### src/rtl/eag_pkg.sv
package eag_pkg;
  localparam int unsigned EAG_AW    = 32;
  localparam int unsigned EAG_RSW   = 3;
  localparam int unsigned EAG_SCW   = 2;
  localparam int unsigned EAG_NARW  = 16;

  typedef enum logic [1:0] {
    DSZ_NONE = 2'd0,
    DSZ_B8   = 2'd1,
    DSZ_B16  = 2'd2,
    DSZ_B32  = 2'd3
  } dsz_e;
endpackage

### src/rtl/eag_disp_ext.sv
module eag_disp_ext
  import eag_pkg::*;
#(
  parameter int unsigned AW = EAG_AW
) (
  input  logic [1:0]    dsz,
  input  logic [AW-1:0] disp_in,
  output logic [AW-1:0] disp_out
);
  localparam int unsigned W8  = 8;
  localparam int unsigned W16 = 16;

  always_comb begin
    unique case (dsz_e'(dsz))
      DSZ_NONE: disp_out = '0;
      DSZ_B8:   disp_out = {{(AW-W8){disp_in[W8-1]}}, disp_in[W8-1:0]};
      DSZ_B16:  disp_out = {{(AW-W16){disp_in[W16-1]}}, disp_in[W16-1:0]};
      default:  disp_out = disp_in;
    endcase
  end
endmodule

### src/rtl/eag_scaler.sv
module eag_scaler
  import eag_pkg::*;
#(
  parameter int unsigned AW  = EAG_AW,
  parameter int unsigned SCW = EAG_SCW
) (
  input  logic           en,
  input  logic [SCW-1:0] sh,
  input  logic [AW-1:0]  val,
  output logic [AW-1:0]  res
);
  localparam int unsigned NSH = 1 << SCW;

  logic [AW-1:0] shifted [NSH];

  for (genvar gi = 0; gi < NSH; gi++) begin : g_sh
    assign shifted[gi] = val << gi;
  end

  assign res = en ? shifted[sh] : '0;
endmodule

### src/rtl/eag_sum.sv
module eag_sum
  import eag_pkg::*;
#(
  parameter int unsigned AW   = EAG_AW,
  parameter int unsigned NARW = EAG_NARW
) (
  input  logic          wide,
  input  logic [AW-1:0] term_b,
  input  logic [AW-1:0] term_x,
  input  logic [AW-1:0] term_d,
  output logic [AW-1:0] total
);
  localparam logic [AW-1:0] NAR_MASK = {{(AW-NARW){1'b0}}, {NARW{1'b1}}};

  logic [AW-1:0] raw;

  assign raw   = term_b + term_x + term_d;
  assign total = wide ? raw : (raw & NAR_MASK);
endmodule

### src/rtl/eag_unit.sv
module eag_unit
  import eag_pkg::*;
#(
  parameter int unsigned AW   = EAG_AW,
  parameter int unsigned RSW  = EAG_RSW,
  parameter int unsigned SCW  = EAG_SCW,
  parameter int unsigned NARW = EAG_NARW
) (
  input  logic           clk,
  input  logic           rst_n,
  input  logic           req_valid,
  input  logic           mode32,
  input  logic           base_vld,
  input  logic [RSW-1:0] base_sel,
  input  logic           idx_vld,
  input  logic [RSW-1:0] idx_sel,
  input  logic [SCW-1:0] scale,
  input  logic [1:0]     disp_sz,
  input  logic [AW-1:0]  disp,
  output logic [RSW-1:0] rf_a_sel,
  input  logic [AW-1:0]  rf_a_data,
  output logic [RSW-1:0] rf_b_sel,
  input  logic [AW-1:0]  rf_b_data,
  output logic           ea_valid,
  output logic [AW-1:0]  ea,
  output logic           ea_err
);
  logic [AW-1:0] term_b, term_x, term_d, sum;
  logic          bad_desc;
  logic          nxt_valid, nxt_err, ea_en;
  logic [AW-1:0] nxt_ea;
  logic          vld_q, err_q;
  logic [AW-1:0] ea_q;

  assign rf_a_sel = base_sel;
  assign rf_b_sel = idx_sel;
  assign term_b   = base_vld ? rf_a_data : '0;

  eag_scaler #(.AW(AW), .SCW(SCW)) u_scl (
    .en  (idx_vld),
    .sh  (scale),
    .val (rf_b_data),
    .res (term_x)
  );

  eag_disp_ext #(.AW(AW)) u_dext (
    .dsz      (disp_sz),
    .disp_in  (disp),
    .disp_out (term_d)
  );

  eag_sum #(.AW(AW), .NARW(NARW)) u_sum (
    .wide   (mode32),
    .term_b (term_b),
    .term_x (term_x),
    .term_d (term_d),
    .total  (sum)
  );

  always_comb begin
    if (mode32) bad_desc = (dsz_e'(disp_sz) == DSZ_B16);
    else        bad_desc = (scale != '0) || (dsz_e'(disp_sz) == DSZ_B32);
  end

  always_comb begin
    nxt_valid = req_valid;
    nxt_err   = req_valid && bad_desc;
    ea_en     = req_valid;
    nxt_ea    = bad_desc ? '0 : sum;
  end

  always_ff @(posedge clk or negedge rst_n) begin
    if (!rst_n) begin
      vld_q <= 1'b0;
      err_q <= 1'b0;
    end else begin
      vld_q <= nxt_valid;
      err_q <= nxt_err;
    end
  end

  always_ff @(posedge clk or negedge rst_n) begin
    if (!rst_n)     ea_q <= '0;
    else if (ea_en) ea_q <= nxt_ea;
  end

  assign ea_valid = vld_q;
  assign ea_err   = err_q;
  assign ea       = ea_q;
endmodule

### config.mk
export PLATFORM = sky130hd
export DESIGN_NAME = eag_unit
export DESIGN_NICKNAME = d
export VERILOG_FILES = /design/src/rtl/eag_pkg.sv /design/src/rtl/eag_disp_ext.sv /design/src/rtl/eag_scaler.sv /design/src/rtl/eag_sum.sv /design/src/rtl/eag_unit.sv
export SDC_FILE = /design/constraint.sdc
export NUM_CORES = 1
export LEC_CHECK = 0
export ABC_AREA = 1
export ABC_CLOCK_PERIOD_IN_PS = 1700
export BUFFER_PORTS_ARGS = -buffer_cell sky130_fd_sc_hd__buf_2
export CAP_MARGIN = 10
export CORE_MARGIN = 3
export CORE_UTILIZATION = 61
export CTS_BUF_LIST = sky130_fd_sc_hd__clkbuf_4 sky130_fd_sc_hd__clkbuf_8
export DETAILED_ROUTE_END_ITERATION = 10
export PLACE_DENSITY = 0.89
export SYNTH_ARGS = -nofsm -noshare
export SYNTH_HDL_FRONTEND = slang
export SYNTH_HIERARCHICAL = 1
export SYNTH_SLANG_ARGS = --single-unit
### constraint.sdc
create_clock -name clk -period 1.7 [get_ports clk]
set_input_delay 0.34 -clock clk [delete_from_list [all_inputs] [get_ports clk]]
set_output_delay 0.34 -clock clk [all_outputs]
set_load 0.05 [all_outputs]
==> results of run 1 <==
==> timing repair <==
action | CTS
hold buffers | 0
setup buffers | 14
setup endpoints to repair | 32
endpoints found under the hold margin | 0
gates resized for setup | 92
cloned | 2
pin swaps | 30
==> cells by family after synthesis <==
logic type / Yosys count
AOI/OAI and AO/OA: 35
xor gates and xnor gates: 16
adders and majority gates: 62
DFF: 34
and+or+nand+nor: 715
buffers and inverters: 231
==> metal layers <==
layer  track usage  overflow
met1         0.702         0
met2         0.917        23
met3         0.533         0
met4         0.766        19
met5         0.157         0
==> stage by stage <==
stage	util	hold slack, ns	setup TNS [ns]	cells
2_1_floorplan	-	0.0444	-22.49	1093
3_3_place_gp	0.806	0.437	-35.31	1404
3_5_place_dp	0.806	0.450	-37.92	1404
4_1_cts	0.867	0.140	-25.57	1427
==> results by group, run 1 <==
Synth
  – Asr flop ratio synth: 1.00
  – Register area share after synthesis: 0.135
  – Post-synth EDFFs: 0
  – Mean post-synth cell area: 5.76 µm²
  – Net Count, Synth: roughly 1,300
  – Seq cells post-synth: 34
  – Top cells by count, synth: 523 x nand2_1, 179 x inv_1, 78 x nand3_1, 59 x nor2_1, 34 x dfrtp_1
  – Mux cell area share after synthesis: 0
  – Top post-synthesis cells by area: nand2_1 31%, dfrtp_1 14%, inv_1 11%, fa_1 10%, nand3_1 6.2%
  – Synth Area in Adders: 0.161
  – Netlist cell types: 30
  – Post-Syn Area: roughly 0.0063 mm²
  – Ys Warns: 6
  – Most area-hungry cell type in the Yosys netlist: nand2_1
  – Mapped Cells: ~1,100
  – Xor/xnor share of the synthesized area: 0.0223
  – Top FF cell, synth: dfrtp_1
  – Area share of the largest cell type after synthesis: 0.312
  – Simple-Gate Fraction of Synth Area: 0.482
  – Largest family of logic cells by synthesized area: simple AND/OR/NAND/NOR gates
  – Synth Area in Compound Gates: 0.0342
  – Cell with the most instances after synthesis: nand2_1

Place
  – Placed instance area: 0.00799 mm²
  – Final HPWL DP: between 15 and 20 mm
  – Dpl ws: -1.39 ns
  – Port Buffers: roughly 140
  – Global placement routability congestion: 0.899

Run status
  – Tool Error: [ERROR GRT-0232] Routing congestion too high. Check the congestion heatmap in the GUI.
  – Failed at: global routing
  – Outcome: did not finish

Clocking
  – CTS root buf: clkbuf_8
  – Cts bufs inserted: 5
  – Clock sink count: 34
  – Max Buffers Root-to-Sink: 2
  – H-tree lvl count: 2

STA
  – Worst ep type: sequential cell input
  – Grt repair worst endpoint: ea[21]$_DFFE_PN0P_/D

Die
  – Top Ports: about 150
  – Die W: 108 µm
  – Initial cell density of the core: 0.635
  – Row count: 36
  – Die H: between 100 and 150 µm

Global routing
  – Grt ovf: 42
  – Pin count of the biggest net entering global routing: 35
  – GRT Total Usage: 0.722
==> run 2: changes to the inputs <==
--- a/config.mk
+++ b/config.mk
@@ -10,10 +10,9 @@
 export BUFFER_PORTS_ARGS = -buffer_cell sky130_fd_sc_hd__buf_2
 export CAP_MARGIN = 10
 export CORE_MARGIN = 3
-export CORE_UTILIZATION = 61
-export CTS_BUF_LIST = sky130_fd_sc_hd__clkbuf_4 sky130_fd_sc_hd__clkbuf_8
+export CORE_UTILIZATION = 40
 export DETAILED_ROUTE_END_ITERATION = 10
-export PLACE_DENSITY = 0.89
+export PLACE_DENSITY_LB_ADDON = 0.15
 export SYNTH_ARGS = -nofsm -noshare
 export SYNTH_HDL_FRONTEND = slang
 export SYNTH_HIERARCHICAL = 1
==> results by group, run 2 <==
Run status
  – Outcome: finished, violations left
  – Violated checks: negative setup slack

Synth
  – Post-synth EDFFs: 0
  – Mux cell area share after synthesis: 0
  – Top cells by count, synth: 523 x nand2_1, 179 x inv_1, 78 x nand3_1, 59 x nor2_1, 34 x dfrtp_1
  – Largest family of logic cells by synthesized area: simple AND/OR/NAND/NOR gates
  – Mean post-synth cell area: 5.76 µm²
  – Seq cells post-synth: 34
  – Cell with the most instances after synthesis: nand2_1
  – Net Count, Synth: between 1,000 and 1,500
  – Area share of the largest cell type after synthesis: 0.312
  – Xor/xnor share of the synthesized area: 0.0223
  – Most area-hungry cell type in the Yosys netlist: nand2_1
  – Netlist cell types: 30
  – Synth Area in Compound Gates: 0.0342
  – Synth Area in Adders: 0.161
  – Mapped Cells: around 1,100
  – Top FF cell, synth: dfrtp_1
  – Ys Warns: 6
  – Register area share after synthesis: 0.135
  – Top post-synthesis cells by area: nand2_1 31%, dfrtp_1 14%, inv_1 11%, fa_1 10%, nand3_1 6.2%
  – Post-Syn Area: approximately 0.0063 mm²
  – Asr flop ratio synth: 1.00
  – Simple-Gate Fraction of Synth Area: 0.482

Cells and area
  – Fill cells: around 1,400
  – Area Growth Syn to Fin: 53.8%
  – Non-filler instance count after layout: between 1,500 and 2,000
  – Antenna cell count: 0
  – Final Cell Area: about 0.0097 mm²
  – Commonest non-fill, non-tap cell in the layout: nand2_1
  – Share of cells above drive strength 1: 0.439
  – NumNets Final: 1,485
  – Most frequent cells in the layout: 409 x nand2_1, 160 x inv_1, 134 x buf_2
  – Max reg flops: 32
  – Final core utilization: 0.632

Pwr
  – Sw Pwr: ~3.4 mW
  – Clock share of power: 0.128
  – Comb pwr share: 0.730
  – Register share of total power: 0.142
  – P_int: about 3.7 mW
  – Maximum vdd drop: 551 µV
  – Power density over cell area: ~740 mW/mm²
  – Pleak: slightly below 6 nW
  – Total power: ~7.1 mW
  – Sw frac: 0.483

Global routing
  – Grt ovf: 0
  – Vias in the first global route: ~7,000
  – GRT Total Usage: 0.227
  – Initial antenna violation count: 0
  – Pin count of the biggest net entering global routing: 35
  – First-pass GRT wire length: 33.1 mm

Place
  – Final HPWL DP: approximately 15 mm
  – Dpl ws: -1.37 ns
  – Global placement routability congestion: ~0.88
  – Placed instance area: a little over 0.008 mm²
  – Port Buffers: 139
  – Total placed cells including tap cells: about 1,500

Worst setup path
  – Top delay family on crit path: adder cells
  – Worst Path Arrival: just under 3 ns
  – Critical path type: in2reg
  – Crit-path slowest cell: fa_1
  – Crit. Startpoint: idx_vld
  – CP peak stage delay: between 0.4 and 0.5 ns
  – Critical path fanouts, max: 6
  – Buf/Inv on CP: 6
  – Worst r2r src: ea[31]
  – Worst setup EP type: register
  – CP Cell Sequence: buf_8 -> inv_4 -> nor2_4 -> buf_6 -> and2_4 -> fa_1 -> ha_2 -> fa_2 -> nand3_2 -> nand3_4 -> nand2_4 -> nand3_4 -> buf_4 -> buf_6 -> xor2_1 -> nand2_1 -> inv_1 -> nand3_1 -> nand2_1
  – Worst setup SP type: input port
  – Worst Path Required: around 1.9 ns

Die
  – Die area: 0.0173 mm²
  – Initial cell density of the core: 0.411
  – Row count: 45
  – Total core area: around 0.015 mm²
  – Die H: between 100 and 150 µm
  – Die W: between 100 and 150 µm
  – Top Ports: between 150 and 200

STA
  – Setup TNS: -27.14 ns
  – Slew HR: 0.711
  – Final setup violation count: 30
  – Final hold viol count: 0
  – Post-route worst setup slack: -1.05 ns
  – Fin crit period: approximately 2.8 ns
  – Hold slack: a little under 0.09 ns
  – Measured slew at the worst slew-check pin: about 0.43 ns
  – Crit share post-route: 1.62
  – Fmax: between 0.3 and 0.4 GHz
  – Slew Limit Fails: 0
  – Setup Skew: 0 ns
  – RSZ-0062 raised after global routing: yes

Detailed routing
  – DRT iter0 DRCs: ~340
  – Drt total wl: 20.2 mm
  – Vias: 7,119
  – Drt wl/cell: between 10 and 15 µm
  – Antenna-violating nets left: 0
  – Vias per cell: around 4.7
  – DRT Pass-1 Iters: 5
  – # DRC: 0

Clocking
  – H-tree lvl count: 2
  – Max Buffers Root-to-Sink: 2
  – Worst skew pair latency: about 0.27 ns
  – CTS root buf: clkbuf_16
  – Clock sink count: 34
  – # hold bufs at CTS: 0
  – CTS tree: done
  – Cts bufs inserted: 5
  – Worst-path clk slew: 0.05 ns

Hold path
  – Worst min-delay path class: in2async

Flow run
  – # Max-Cap Violations: 0
-- run 2: worst paths after layout --
check | end | slack, ns | depth (start not counted)
max | ea[9] | -1.05 | 19
min | ea[21] | 0.09 | 2
max reg2reg | ea[31] | 1.08 | 2
min reg2reg | ea[2] | 0.47 | 2
max in group asynchronous | ea[4] | 1.30 | 2
min in group clk | ea[2] | 0.47 | 2
-- run 2: area by class of cell --
type | instances | area, µm² | area share
flip-flops and latches | 34 | 851 | 0.0879
clock buffers | 6 | 139 | 0.0144
repair buffers | 253 | 1890 | 0.195
repair inverters | 1 | 8.76 | 0.000905
well taps | 211 | 264 | 0.0273
inverters | 187 | 733 | 0.0758
multi-input cells | 829 | 5780 | 0.597
clock inverters | 2 | 12.5 | 0.00129
-- run 2: power groups by stage --
| stage | Combinational [mW] | Clock, mW | Sequential (mW) |
|---|---|---|---|
| after floorplan | 2.47 | 0 | 1.49 |
| after global placement | 4.10 | 0 | 1.03 |
| after detailed placement | 4.10 | 0 | 1.03 |
| after CTS | 4.63 | 0.926 | 1.02 |
| after global routing | 5.68 | 0.969 | 1.03 |
| final | 5.21 | 0.911 | 1.01 |
-- run 2: timing repair --
action	CTS	global route
endpoints found under the setup margin	32	31
gates resized for setup	114	178
gates cloned	4	0
pin swaps	49	94
buffers inserted	17	19
-- run 2: metal layers --
layer	vias up	global-route usage	wire, µm
li1	3687	-	-
met3	18	0.0195	576
met5	-	0	0
met2	118	0.426	10800
met1	3296	0.288	8540
met4	0	0.0327	259
-- run 2: cells by family after synthesis --
kind of cell / after synthesis
AOI/OAI and AO/OA: 35
DFF: 34
xor gates and xnor gates: 16
buffers and inverters: 231
and+or+nand+nor: 715
adders and majority gates: 62
No activity file was read; power rests on OpenSTA's default activity.
==> run 3: changes to the inputs <==
--- a/config.mk
+++ b/config.mk
@@ -13,6 +13,8 @@
 export CORE_UTILIZATION = 40
 export DETAILED_ROUTE_END_ITERATION = 10
 export PLACE_DENSITY_LB_ADDON = 0.15
+export SKIP_CTS_REPAIR_TIMING = 1
+export SKIP_LAST_GASP = 1
 export SYNTH_ARGS = -nofsm -noshare
 export SYNTH_HDL_FRONTEND = slang
 export SYNTH_HIERARCHICAL = 1
==> results by group, run 3 (synthesized netlist as in run 2, its figures left out) <==
Run status
  – Outcome: finished, violations left
  – Violated checks: negative setup slack

Flow run
  – # Max-Cap Violations: 0

STA
  – Final hold viol count: 0
  – Hold slack: approximately 0.087 ns
  – Slew HR: 0.712
  – Crit share post-route: 1.61
  – Setup Skew: 0 ns
  – Fin crit period: between 2 and 3 ns
  – Final setup violation count: 31
  – Post-route worst setup slack: -1.03 ns
  – RSZ-0062 raised after global routing: yes
  – Measured slew at the worst slew-check pin: 0.432 ns
  – Slew Limit Fails: 0
  – Fmax: roughly 0.37 GHz

Detailed routing
  – Vias: approximately 7,000
  – Antenna-violating nets left: 0
  – Vias per cell: about 4.6
  – DRT Pass-1 Iters: 5
  – DRT iter0 DRCs: between 300 and 400
  – Drt total wl: 19.8 mm
  – # DRC: 0
  – Drt wl/cell: about 13 µm

Cells and area
  – Final Cell Area: ~0.009 mm²
  – NumNets Final: 1,478
  – Max reg flops: 32
  – Antenna cell count: 0
  – Commonest non-fill, non-tap cell in the layout: nand2_1
  – Share of cells above drive strength 1: 0.382
  – Fill cells: ~1,600
  – Final core utilization: 0.601
  – Area Growth Syn to Fin: 46.4%
  – Most frequent cells in the layout: 445 x nand2_1, 169 x inv_1, 134 x buf_2

Place
  – Global placement routability congestion: roughly 0.88
  – Placed instance area: about 0.0081 mm²
  – Final HPWL DP: ~15 mm
  – Port Buffers: approximately 140

Global routing
  – First-pass GRT wire length: ~32 mm
  – Pin count of the biggest net entering global routing: 35
  – Initial antenna violation count: 0
  – GRT Total Usage: 0.215
  – Vias in the first global route: 6,732
  – Grt ovf: 0

Worst setup path
  – Most used cell along the critical path: nand2_2
  – Top delay family on crit path: simple AND/OR/NAND/NOR gates
  – Critical path type: in2reg
  – Crit-path slowest cell: fa_1
  – R2r setup slk: ~1.1 ns
  – Worst setup EP type: register
  – Worst r2r src: ea[17]
  – Critical path endpoint: ea[30]
  – Worst Path Arrival: about 3.0 ns
  – CP peak stage delay: approximately 0.5 ns
  – Critical path depth: 23
  – Buf/Inv on CP: 6
  – Crit. Startpoint: idx_vld
  – Critical path fanouts, max: 5
  – CP Cell Sequence: buf_8 -> nand2_8 -> inv_8 -> buf_12 -> buf_6 -> nand2_2 -> nand2_2 -> fa_1 -> ha_4 -> nand2_4 -> inv_2 -> nand2_2 -> nor3_2 -> nand2_1 -> nand2_2 -> nand2_2 -> nand3_2 -> nand2_2 -> nor2_2 -> nand2_1 -> inv_1 -> nand3_2 -> nand2_1
  – Reg2reg path depth: 2
  – Worst Path Required: 1.91 ns
  – Worst setup SP type: input port
  – Worst R2R End: ea[17]

Clocking
  – Cts bufs inserted: 5
  – CTS root buf: clkbuf_16
  – Worst skew pair latency: 0.27 ns
  – H-tree lvl count: 2
  – Max Buffers Root-to-Sink: 2
  – Clock sink count: 34
  – Worst-path clk slew: 0.05 ns
  – CTS tree: done

Pwr
  – Maximum vdd drop: 532 µV
  – Total power: 6.73 mW
  – Power density over cell area: approximately 730 mW/mm²
  – Pleak: between 5 and 6 nW

Die
  – Initial cell density of the core: 0.411
  – Total core area: between 0.015 and 0.02 mm²
  – Die area: roughly 0.017 mm²
  – Top Ports: approximately 150
  – Die W: between 100 and 150 µm
  – Row count: 45
  – Die H: ~130 µm

Hold path
  – Worst min-delay path class: in2async
## run 3: cell types whose count changed in the layout (fill, tap and decap cells not counted), moves of 5 or more
| cell | delta |
|---|---|
| nand2_1 | +36 |
| nand2_2 | -22 |
| nand2_4 | -15 |
| buf_6 | -13 |
| inv_1 | +9 |
| nor2_1 | +8 |
| buf_4 | +7 |
| inv_2 | -7 |
| nand3_1 | +6 |
| nand3_2 | -5 |
| nor2_4 | -5 |
## run 3: layout make-up
| class | instances | area [µm²] | share of cell area |
|---|---|---|---|
| Clock buffer | 6 | 139 | 0.0151 |
| Sequential cell | 34 | 851 | 0.0924 |
| Inverter | 187 | 727 | 0.0789 |
| Timing Repair inverter | 1 | 8.76 | 0.000951 |
| Clock inverter | 2 | 12.5 | 0.00136 |
| Tap cell | 211 | 264 | 0.0287 |
| Timing Repair Buffer | 246 | 1770 | 0.192 |
| Multi-Input combinational cell | 829 | 5440 | 0.591 |
## run 3: metal layers
| layer | GRT usage | part of all wire |
|---|---|---|
| met5 | 0 | 0 |
| met4 | 0.0187 | 0.0098 |
| met3 | 0.0180 | 0.032 |
| met2 | 0.408 | 0.53 |
| met1 | 0.274 | 0.43 |
## run 3: worst register-to-register path, cell delays in order, from the launching register on
cell and delay (ns):
dfrtp_1 0.39, nand2_1 0.08, nand2_1 0.05
## run 3: power by group
group	internal (mW)	switching (mW)	total (mW)
clock network	0.579	0.334	0.913
registers	0.942	0.0706	1.01
logic	1.96	2.84	4.80
total	3.48	3.25	6.73
## run 3: worst min-delay path by stage
stage                from  endpoint  slack (ns)  cells past startpoint
floorplan           rst_n     ea[0]        0.04                      0
global route        rst_n    ea[22]        0.13                      2
finish              rst_n    ea[21]        0.09                      2
global placement    rst_n    ea[26]        0.39                      2
detailed placement  rst_n    ea[26]        0.39                      2
CTS                 rst_n    ea[26]        0.10                      2
## run 3: per-stage QoR
step / setup TNS [ns] / setup slack [ns] / instances
global placement: -36.96 / -1.37 / 1476
floorplan: -22.49 / -0.943 / 1093
detailed placement: -37.41 / -1.37 / 1476
CTS: -28.58 / -1.12 / 1484
finish: -26.09 / -1.03 / 1516
global route: -31.03 / -1.18 / 1516
